<file path="src/rtl/rc_alu_pkg.sv">
// Package: opcode encoding shared by the execution stage and its units.
// Assumes a 5-bit opcode field; codes 17..31 are treated as no-operation.
package rc_alu_pkg;

    typedef enum logic [4:0] {
        OP_ADD  = 5'd0,
        OP_ADDC = 5'd1,
        OP_SUB  = 5'd2,
        OP_SUBC = 5'd3,
        OP_CMP  = 5'd4,
        OP_XOR  = 5'd5,
        OP_AND  = 5'd6,
        OP_OR   = 5'd7,
        OP_BIT  = 5'd8,
        OP_BIC  = 5'd9,
        OP_BIS  = 5'd10,
        OP_MOV  = 5'd11,
        OP_SWAP = 5'd12,
        OP_SRA  = 5'd13,
        OP_RRC  = 5'd14,
        OP_SWPB = 5'd15,
        OP_SXT  = 5'd16
    } alu_op_e;

    typedef struct packed {
        logic c;
        logic z;
        logic n;
        logic v;
    } flags_t;

endpackage

</file>
<file path="src/rtl/rc_operand_sel.sv">
// Operand select: picks the source register value or a constant-table entry.
// Assumes a 3-bit index; entries 1..6 are powers of two, 0 is zero, 7 is all ones.
module rc_operand_sel
    import rc_alu_pkg::*;
#(
    parameter int W = 16
) (
    input  alu_op_e      op,
    input  logic [W-1:0] src_val,
    input  logic [2:0]   src_idx,
    input  logic         rc,
    output logic [W-1:0] operand
);

    logic         use_const;
    logic [W-1:0] const_val;

    // Constant table entry for the source index.
    always_comb begin
        case (src_idx)
            3'd0:    const_val = '0;
            3'd7:    const_val = '1;
            default: const_val = {{(W-1){1'b0}}, 1'b1} << (src_idx - 3'd1);
        endcase
    end

    // Substitute the constant only for the arithmetic/logic group minus compare.
    always_comb begin
        use_const = rc && (op <= OP_BIS) && (op != OP_CMP);
        operand   = use_const ? const_val : src_val;
    end

    // a substituted operand is zero, a single power of two, or all ones.
    always_comb begin
        if (use_const) begin
            p_const_shape_r1: assert ($countones(operand) <= 1 || (&operand));
        end
    end

endmodule

</file>
<file path="src/rtl/rc_addsub.sv">
// Adder for add/add-carry/subtract/subtract-carry/compare.
// Assumes W is even; in byte mode only the low W/2 bits are summed and the
// upper half of the destination is passed through. Flags taken at the
// active width's top bit.
module rc_addsub
    import rc_alu_pkg::*;
#(
    parameter int W = 16
) (
    input  alu_op_e      op,
    input  logic [W-1:0] a,
    input  logic [W-1:0] b,
    input  logic         byte_mode,
    input  logic         c_in,
    output logic [W-1:0] sum,
    output logic         c_out,
    output logic         v_out
);

    localparam int HB = W / 2;

    logic         is_sub;
    logic         cin;
    logic [W-1:0] bb;
    logic [W:0]   wide;
    logic [HB:0]  narrow;

    // Choose operand polarity and carry-in for the requested arithmetic form.
    always_comb begin
        is_sub = (op == OP_SUB) || (op == OP_SUBC) || (op == OP_CMP);
        bb     = is_sub ? ~b : b;
        case (op)
            OP_ADDC, OP_SUBC: cin = c_in;
            OP_SUB,  OP_CMP:  cin = 1'b1;
            default:          cin = 1'b0;
        endcase
    end

    // Full-width and half-width sums, then selection with carry and overflow.
    always_comb begin
        wide   = {1'b0, a} + {1'b0, bb} + {{W{1'b0}}, cin};
        narrow = {1'b0, a[HB-1:0]} + {1'b0, bb[HB-1:0]} + {{HB{1'b0}}, cin};
        if (byte_mode) begin
            sum   = {a[W-1:HB], narrow[HB-1:0]};
            c_out = narrow[HB];
            v_out = (a[HB-1] == bb[HB-1]) && (narrow[HB-1] != a[HB-1]);
        end else begin
            sum   = wide[W-1:0];
            c_out = wide[W];
            v_out = (a[W-1] == bb[W-1]) && (wide[W-1] != a[W-1]);
        end
    end

endmodule

</file>
<file path="src/rtl/rc_logic_shift.sv">
// Bitwise logic, move, shift/rotate, byte swap and sign extension.
// Assumes W is even. Byte mode is already cleared by the caller for the
// word-only operations. c_out is the bit shifted out of bit 0.
module rc_logic_shift
    import rc_alu_pkg::*;
#(
    parameter int W = 16
) (
    input  alu_op_e      op,
    input  logic [W-1:0] a,
    input  logic [W-1:0] b,
    input  logic         byte_mode,
    input  logic         c_in,
    output logic [W-1:0] res,
    output logic         c_out
);

    localparam int HB  = W / 2;
    localparam int SHW = $clog2(W);

    logic [W-1:0] bit_mask;
    logic [W-1:0] raw;
    logic         in_range;
    logic         merge_low;

    // One-hot mask for bit set; no bit when the index exceeds the active width.
    always_comb begin
        in_range = byte_mode ? (b < W'(HB)) : (b < W'(W));
        bit_mask = in_range ? ({{(W-1){1'b0}}, 1'b1} << b[SHW-1:0]) : '0;
    end

    // Raw result for every operation of this unit.
    always_comb begin
        case (op)
            OP_XOR:          raw = a ^ b;
            OP_AND, OP_BIT:  raw = a & b;
            OP_OR:           raw = a | b;
            OP_BIC:          raw = a & ~b;
            OP_BIS:          raw = a | bit_mask;
            OP_MOV:          raw = b;
            OP_SRA:          raw = byte_mode ? {a[W-1:HB], a[HB-1], a[HB-1:1]}
                                             : {a[W-1], a[W-1:1]};
            OP_RRC:          raw = byte_mode ? {a[W-1:HB], c_in, a[HB-1:1]}
                                             : {c_in, a[W-1:1]};
            OP_SWPB:         raw = {a[HB-1:0], a[W-1:HB]};
            OP_SXT:          raw = {{HB{a[HB-1]}}, a[HB-1:0]};
            default:         raw = a;
        endcase
    end

    // Byte mode for two-operand ops keeps the destination's high half.
    always_comb begin
        merge_low = byte_mode && (op >= OP_XOR) && (op <= OP_MOV);
        res       = merge_low ? {a[W-1:HB], raw[HB-1:0]} : raw;
        c_out     = a[0];
    end

endmodule

</file>
<file path="src/rtl/rc_alu_exec.sv">
// Execution stage top: selects the operand, runs the adder or the logic/shift
// unit, forms write enables and flags, and registers everything for one cycle.
// Assumes the register file is outside; it is written only via out_wr_*.
// Synchronous active-low reset clears valid, enables and flags.
module rc_alu_exec
    import rc_alu_pkg::*;
#(
    parameter int W = 16
) (
    input  logic         clk,
    input  logic         rst_n,
    input  logic         in_valid,
    input  logic [4:0]   in_op,
    input  logic [W-1:0] in_dst,
    input  logic [W-1:0] in_src_val,
    input  logic [2:0]   in_src_idx,
    input  logic         in_rc,
    input  logic         in_byte,
    input  logic         in_c,
    input  logic         in_z,
    input  logic         in_n,
    input  logic         in_v,
    output logic         out_valid,
    output logic [W-1:0] out_res,
    output logic         out_wr_dst,
    output logic [W-1:0] out_src_res,
    output logic         out_wr_src,
    output logic         out_c,
    output logic         out_z,
    output logic         out_n,
    output logic         out_v
);

    localparam int HB = W / 2;

    alu_op_e      op;
    logic         eff_byte;
    logic [W-1:0] operand;
    logic [W-1:0] add_res;
    logic         add_c;
    logic         add_v;
    logic [W-1:0] ls_res;
    logic         ls_c;
    logic [W-1:0] nxt_res;
    logic [W-1:0] nxt_src_res;
    logic         nxt_wr_dst;
    logic         nxt_wr_src;
    flags_t       nxt_f;
    logic         res_z;
    logic         res_n;

    // Decode opcode and force word mode for the word-only operations.
    always_comb begin
        op       = alu_op_e'(in_op);
        eff_byte = in_byte && (op != OP_SWAP) && (op != OP_SWPB) && (op != OP_SXT);
    end

    rc_operand_sel #(.W(W)) u_sel (
        .op      (op),
        .src_val (in_src_val),
        .src_idx (in_src_idx),
        .rc      (in_rc),
        .operand (operand)
    );

    rc_addsub #(.W(W)) u_add (
        .op        (op),
        .a         (in_dst),
        .b         (operand),
        .byte_mode (eff_byte),
        .c_in      (in_c),
        .sum       (add_res),
        .c_out     (add_c),
        .v_out     (add_v)
    );

    rc_logic_shift #(.W(W)) u_ls (
        .op        (op),
        .a         (in_dst),
        .b         (operand),
        .byte_mode (eff_byte),
        .c_in      (in_c),
        .res       (ls_res),
        .c_out     (ls_c)
    );

    // Pick result and write enables by operation class.
    always_comb begin
        nxt_src_res = in_dst;
        nxt_wr_src  = 1'b0;
        nxt_wr_dst  = 1'b0;
        nxt_res     = in_dst;
        if (op <= OP_CMP) begin
            nxt_res    = add_res;
            nxt_wr_dst = (op != OP_CMP);
        end else if (op <= OP_MOV) begin
            nxt_res    = ls_res;
            nxt_wr_dst = (op != OP_BIT);
        end else if (op == OP_SWAP) begin
            nxt_res    = in_src_val;
            nxt_wr_dst = 1'b1;
            nxt_wr_src = 1'b1;
        end else if (op <= OP_SXT) begin
            nxt_res    = ls_res;
            nxt_wr_dst = 1'b1;
        end
    end

    // Zero and negative at the active width.
    always_comb begin
        res_z = eff_byte ? (nxt_res[HB-1:0] == '0) : (nxt_res == '0);
        res_n = eff_byte ? nxt_res[HB-1] : nxt_res[W-1];
    end

    // Next flags: each class updates only the flags it owns.
    always_comb begin
        nxt_f = '{c: in_c, z: in_z, n: in_n, v: in_v};
        if (op <= OP_CMP) begin
            nxt_f = '{c: add_c, z: res_z, n: res_n, v: add_v};
        end else if (op <= OP_BIS) begin
            nxt_f.z = res_z;
            nxt_f.n = res_n;
        end else if (op == OP_SRA || op == OP_RRC) begin
            nxt_f.c = ls_c;
            nxt_f.z = res_z;
            nxt_f.n = res_n;
        end else if (op == OP_SWPB || op == OP_SXT) begin
            nxt_f.z = res_z;
            nxt_f.n = res_n;
        end
    end

    // Output register stage with synchronous active-low reset.
    always_ff @(posedge clk) begin
        if (!rst_n) begin
            out_valid   <= 1'b0;
            out_wr_dst  <= 1'b0;
            out_wr_src  <= 1'b0;
            out_res     <= '0;
            out_src_res <= '0;
            out_c       <= 1'b0;
            out_z       <= 1'b0;
            out_n       <= 1'b0;
            out_v       <= 1'b0;
        end else begin
            out_valid  <= in_valid;
            out_wr_dst <= in_valid && nxt_wr_dst;
            out_wr_src <= in_valid && nxt_wr_src;
            if (in_valid) begin
                out_res     <= nxt_res;
                out_src_res <= nxt_src_res;
                out_c       <= nxt_f.c;
                out_z       <= nxt_f.z;
                out_n       <= nxt_f.n;
                out_v       <= nxt_f.v;
            end
        end
    end

    // compare and bit test never request a destination write.
    p_flag_only_r4: assert property (@(posedge clk) disable iff (!rst_n)
        in_valid && (in_op == 5'd4 || in_op == 5'd8) |=> out_valid && !out_wr_dst);

    // shift and rotate move the old bit 0 into carry.
    p_shift_carry_r7: assert property (@(posedge clk) disable iff (!rst_n)
        in_valid && (in_op == 5'd13 || in_op == 5'd14) |=> out_c == $past(in_dst[0]));

    // swap writes both registers, the source receiving the old destination.
    p_swap_pair_r8: assert property (@(posedge clk) disable iff (!rst_n)
        in_valid && in_op == 5'd12 |=> out_wr_dst && out_wr_src && out_src_res == $past(in_dst));

    // byte mode preserves the destination's high half.
    p_byte_high_r9: assert property (@(posedge clk) disable iff (!rst_n)
        in_valid && eff_byte |=> out_res[W-1:HB] == $past(in_dst[W-1:HB]));

    // logic group leaves carry and overflow as they came in.
    p_logic_cv_r11: assert property (@(posedge clk) disable iff (!rst_n)
        in_valid && in_op >= 5'd5 && in_op <= 5'd10 |=> out_c == $past(in_c) && out_v == $past(in_v));

    // no write request without a valid result.
    p_quiet_idle_r12: assert property (@(posedge clk) disable iff (!rst_n)
        !in_valid |=> !out_valid && !out_wr_dst && !out_wr_src);

endmodule

</file>
<file path="config.mk">
export PLATFORM = sky130hd
export DESIGN_NAME = rc_alu_exec
export DESIGN_NICKNAME = d
export VERILOG_FILES = /design/src/rtl/rc_alu_pkg.sv /design/src/rtl/rc_operand_sel.sv /design/src/rtl/rc_addsub.sv /design/src/rtl/rc_logic_shift.sv /design/src/rtl/rc_alu_exec.sv
export SDC_FILE = /design/constraint.sdc
export NUM_CORES = 1
export LEC_CHECK = 0
export BUFFER_PORTS_ARGS = -buffer_cell sky130_fd_sc_hd__buf_2
export CORE_MARGIN = 4
export CORE_UTILIZATION = 55
export DETAILED_ROUTE_END_ITERATION = 6
export PLACE_DENSITY = 0.81
export REMOVE_ABC_BUFFERS = 1
export SLEW_MARGIN = 10
export SYNTH_ARGS = -nofsm -noshare
export SYNTH_HDL_FRONTEND = slang
export SYNTH_HIERARCHICAL = 1
export SYNTH_SLANG_ARGS = --single-unit
</file>
<file path="constraint.sdc">
create_clock -name clk -period 6.6 [get_ports clk]
set_clock_uncertainty 0.1 [all_clocks]
set_input_delay 1.98 -clock clk [delete_from_list [all_inputs] [get_ports clk]]
set_output_delay 1.98 -clock clk [all_outputs]
set_load 0.03 [all_outputs]
</file>
==> impl_metrics.yaml <==
hold_path:
  min_from: "out_res[2]"
  min_path_type: "reg -> reg"
  whs_path_depth: 2
  min_to: "out_res[2]"
setup_path:
  crit_path_end_kind: "register"
  cp.depth: 18
  critPathLaunchType: "input port"
  r2r_setup_slack_ps: 5570
  crit_path_start: "in_op[0]"
  r2r_cells: 3
  critPathRequiredTime_ps: 6720
  timing.rr.start: "out_z"
  cp.arrival_ps: 6540
  worstSetupPathType: "in -> reg"
  slowest_delay_ps: 470
  r2r_end: "out_z"
  crit_path_cell_trace: "buf_2 > a21o_1 > a211oi_4 > mux2_2 > xnor2_1 > fa_1 > fa_1 > a21o_1 > nand4_1 > a21oi_2 > o41ai_2 > and3_1 > nor3_1 > nor3_1 > o221ai_1 > nor4_2 > a41oi_1 > o31ai_1"
  cp_max_fo: 4
  crit_buf_inv: 1
  crit_family: "compound AO/OA/AOI/OAI gates"
  critPathSlowestCell: "fa_1"
flow_run:
  drv_cap: 0
final_layout:
  n_antenna_cell: 0
  syn2layout_area_growth_pct: 12.24
  drive_gt1_share_pct: 19.18
  fin_nets: 896
  utilization_pct: 63.58
clock_network:
  cts_num_sinks: 39
  htreeDepth: 2
  cts-root-buf: "clkbuf_8"
  post-cts-setup-buffers: 0
  cts_tree: "yes"
  cts.clk_slew.worst_paths_ps: 90
  clock_path_buffers: 2
  numCtsBuffers: 5
  clk_latency_ps: 300
drt:
  wl_per_cell_um: 21.97
  drtPass1Iterations: 6
  drt_wl_total_um: 21140
  vias: 6622
  ant_nets: 0
  drcViolationCount: 0
  drt_iter0_drc: 997
  vias_per_cell: 6.884
placed_design:
  place_congestion: 0.9955
  numPortBuffers: 87
  dp_hpwl_um: 15680
synthesis:
  postSynthCellCount: 757
  synthesis.area_um2: 5563
  yosysSeqAreaShare_pct: 14.04
  synth_ff_type: "dfxtp_1"
  synth.distinct_cells: 87
  ys_seq_elements: 39
  synth_edf_count: 0
  synthArstFlopShare_pct: 0
  ys.warnings.count: 6
  postSynthAreaPerCell_um2: 7.349
timing:
  setup_viol: 0
  hold_viol: 0
  finalMaxSlewViolations: 0
  worstMarginPinSlew_ps: 1072
  finalCriticalPeriod_ps: 6414
  holdWs_ps: 383.5
  finalCritPeriodShare_pct: 97.18
  timing.fmax_mhz: 155.9
  max-slew-margin-rel_pct: 28.06
  fin_setup_tns_ps: 0
die:
  start_util_pct: 56.65
  pin_count: 88
  core_um2: 9819
  rows: 36
  die_x_um: 108.6
  die_h_um: 108.6
  dieArea_um2: 11790
grt:
  grt_pass1_vias: 6005
  grt_first_pass_wirelength_um: 32640
  grt_max_degree: 58
  overflow: 0
  track_usage_pct: 35.41
  antenna_found_initial: 0
power_and_ir_drop:
  power.leakage_nw: 2.593
  cellPowerDensity_nw_per_um2: 160.2
  peakVddDrop_mv: 0.1156
status:
  outcome: "complete, no violations"
-- metrics by stage --
stage	total power (W)	setup WS [ps]	area [µm²]	std cells
6_report	0.001000	186.0	6243	962
5_1_grt	0.001054	-38.92	6243	962
4_1_cts	0.0009860	214.6	6237	962
3_5_place_dp	0.0007753	-77.73	6125	954
3_3_place_gp	0.0007672	75.62	6125	954
2_1_floorplan	0.0005991	300.0	5305	705
-- how the worst max path moves through the flow --
stage / endpoint
6_report: out_z
2_1_floorplan: out_z
5_1_grt: out_z
4_1_cts: out_z
3_5_place_dp: out_z
3_3_place_gp: out_z
-- cell type report --
cell class	instances	area, µm²
Clock buffer	5	68.82
Fill cell	948	3576
Sequential cell	39	780.7
Tap cell	133	166.4
Multi-Input combinational cell	649	4467
Timing Repair Buffer	116	653.1
Inverter	17	63.81
Clock inverter	3	43.79
-- tightest hold or removal path: stages, from the launching register on --
cell and delay [ps]:
dfxtp_1 320, nand2b_1 60, a21oi_1 60
-- sequential cells by signal (all words and copies together) (netlist names) --
| signal | cells |
|---|---|
| out_res | 16 |
| out_src_res | 16 |
| out_c | 1 |
| out_n | 1 |
| out_v | 1 |
| out_valid | 1 |
| out_wr_dst | 1 |
| out_wr_src | 1 |
| out_z | 1 |
-- cells in the mapped netlist (all sizes together), types with 14 or more instances --
master,number,area (µm²)
nor2,91,351.6
o21ai,55,282.8
nand2,51,193.9
mux2i,47,470.5
a21oi,41,212.7
dfxtp,39,780.8
buf,30,173.9
xnor2,23,201.4
clkbuf,22,83.83
nand3,22,110.1
o221ai,19,172.7
a21o,18,136.4
ha,17,212.7
o211ai,17,127.6
nor3,16,80.08
a211oi,15,130.1
a22oi,15,112.6
inv,15,56.30
o21a,14,105.1
-- placed cells by master (no fill, tap or decap), drive strengths merged, types with 8 or more instances in the layout --
cell type	n
buf	116
nor2	91
o21ai	55
nand2	51
mux2i	47
a21oi	41
dfxtp	39
xnor2	23
nand3	22
o221ai	19
a21o	18
o211ai	17
ha	17
nor3	16
a22oi	15
inv	15
a211oi	15
o21a	14
and3	13
nand2b	13
a31oi	10
mux2	10
nor2b	9
nor3b	9
o22ai	8
a211o	8
-- layer usage --
layer | GRT usage [%] | wire (µm)
met5 | 0 | 0
met4 | 14.70 | 905
met3 | 5.612 | 2342
met2 | 54.94 | 9313
met1 | 48.64 | 8575
-- power breakdown --
group	switching, W	total (W)	internal (W)
Clock	0.0000994	0.000212	0.000113
Sequential	0.00000843	0.000260	0.000252
Combinational	0.000333	0.000527	0.000194
-- what timing repair did --
| item | in CTS | in global routing |
|---|---|---|
| resized for setup | 0 | 1 |
| hold endpoints to repair | 0 | 0 |
| endpoints found under the setup margin | 0 | 1 |
| hold buffers | 0 | 0 |
-- cells by family after synthesis --
kind of cell,synth area share (%)
AND/OR/NAND/NOR,24.88
AO/OA/AOI/OAI,35.56
multiplexers,10.48
XOR/XNOR,4.723
adder cells (fa/ha/maj),4.543
flip-flops,14.04
buffers and inverters,5.781
(Power assumes the default switching activity.)
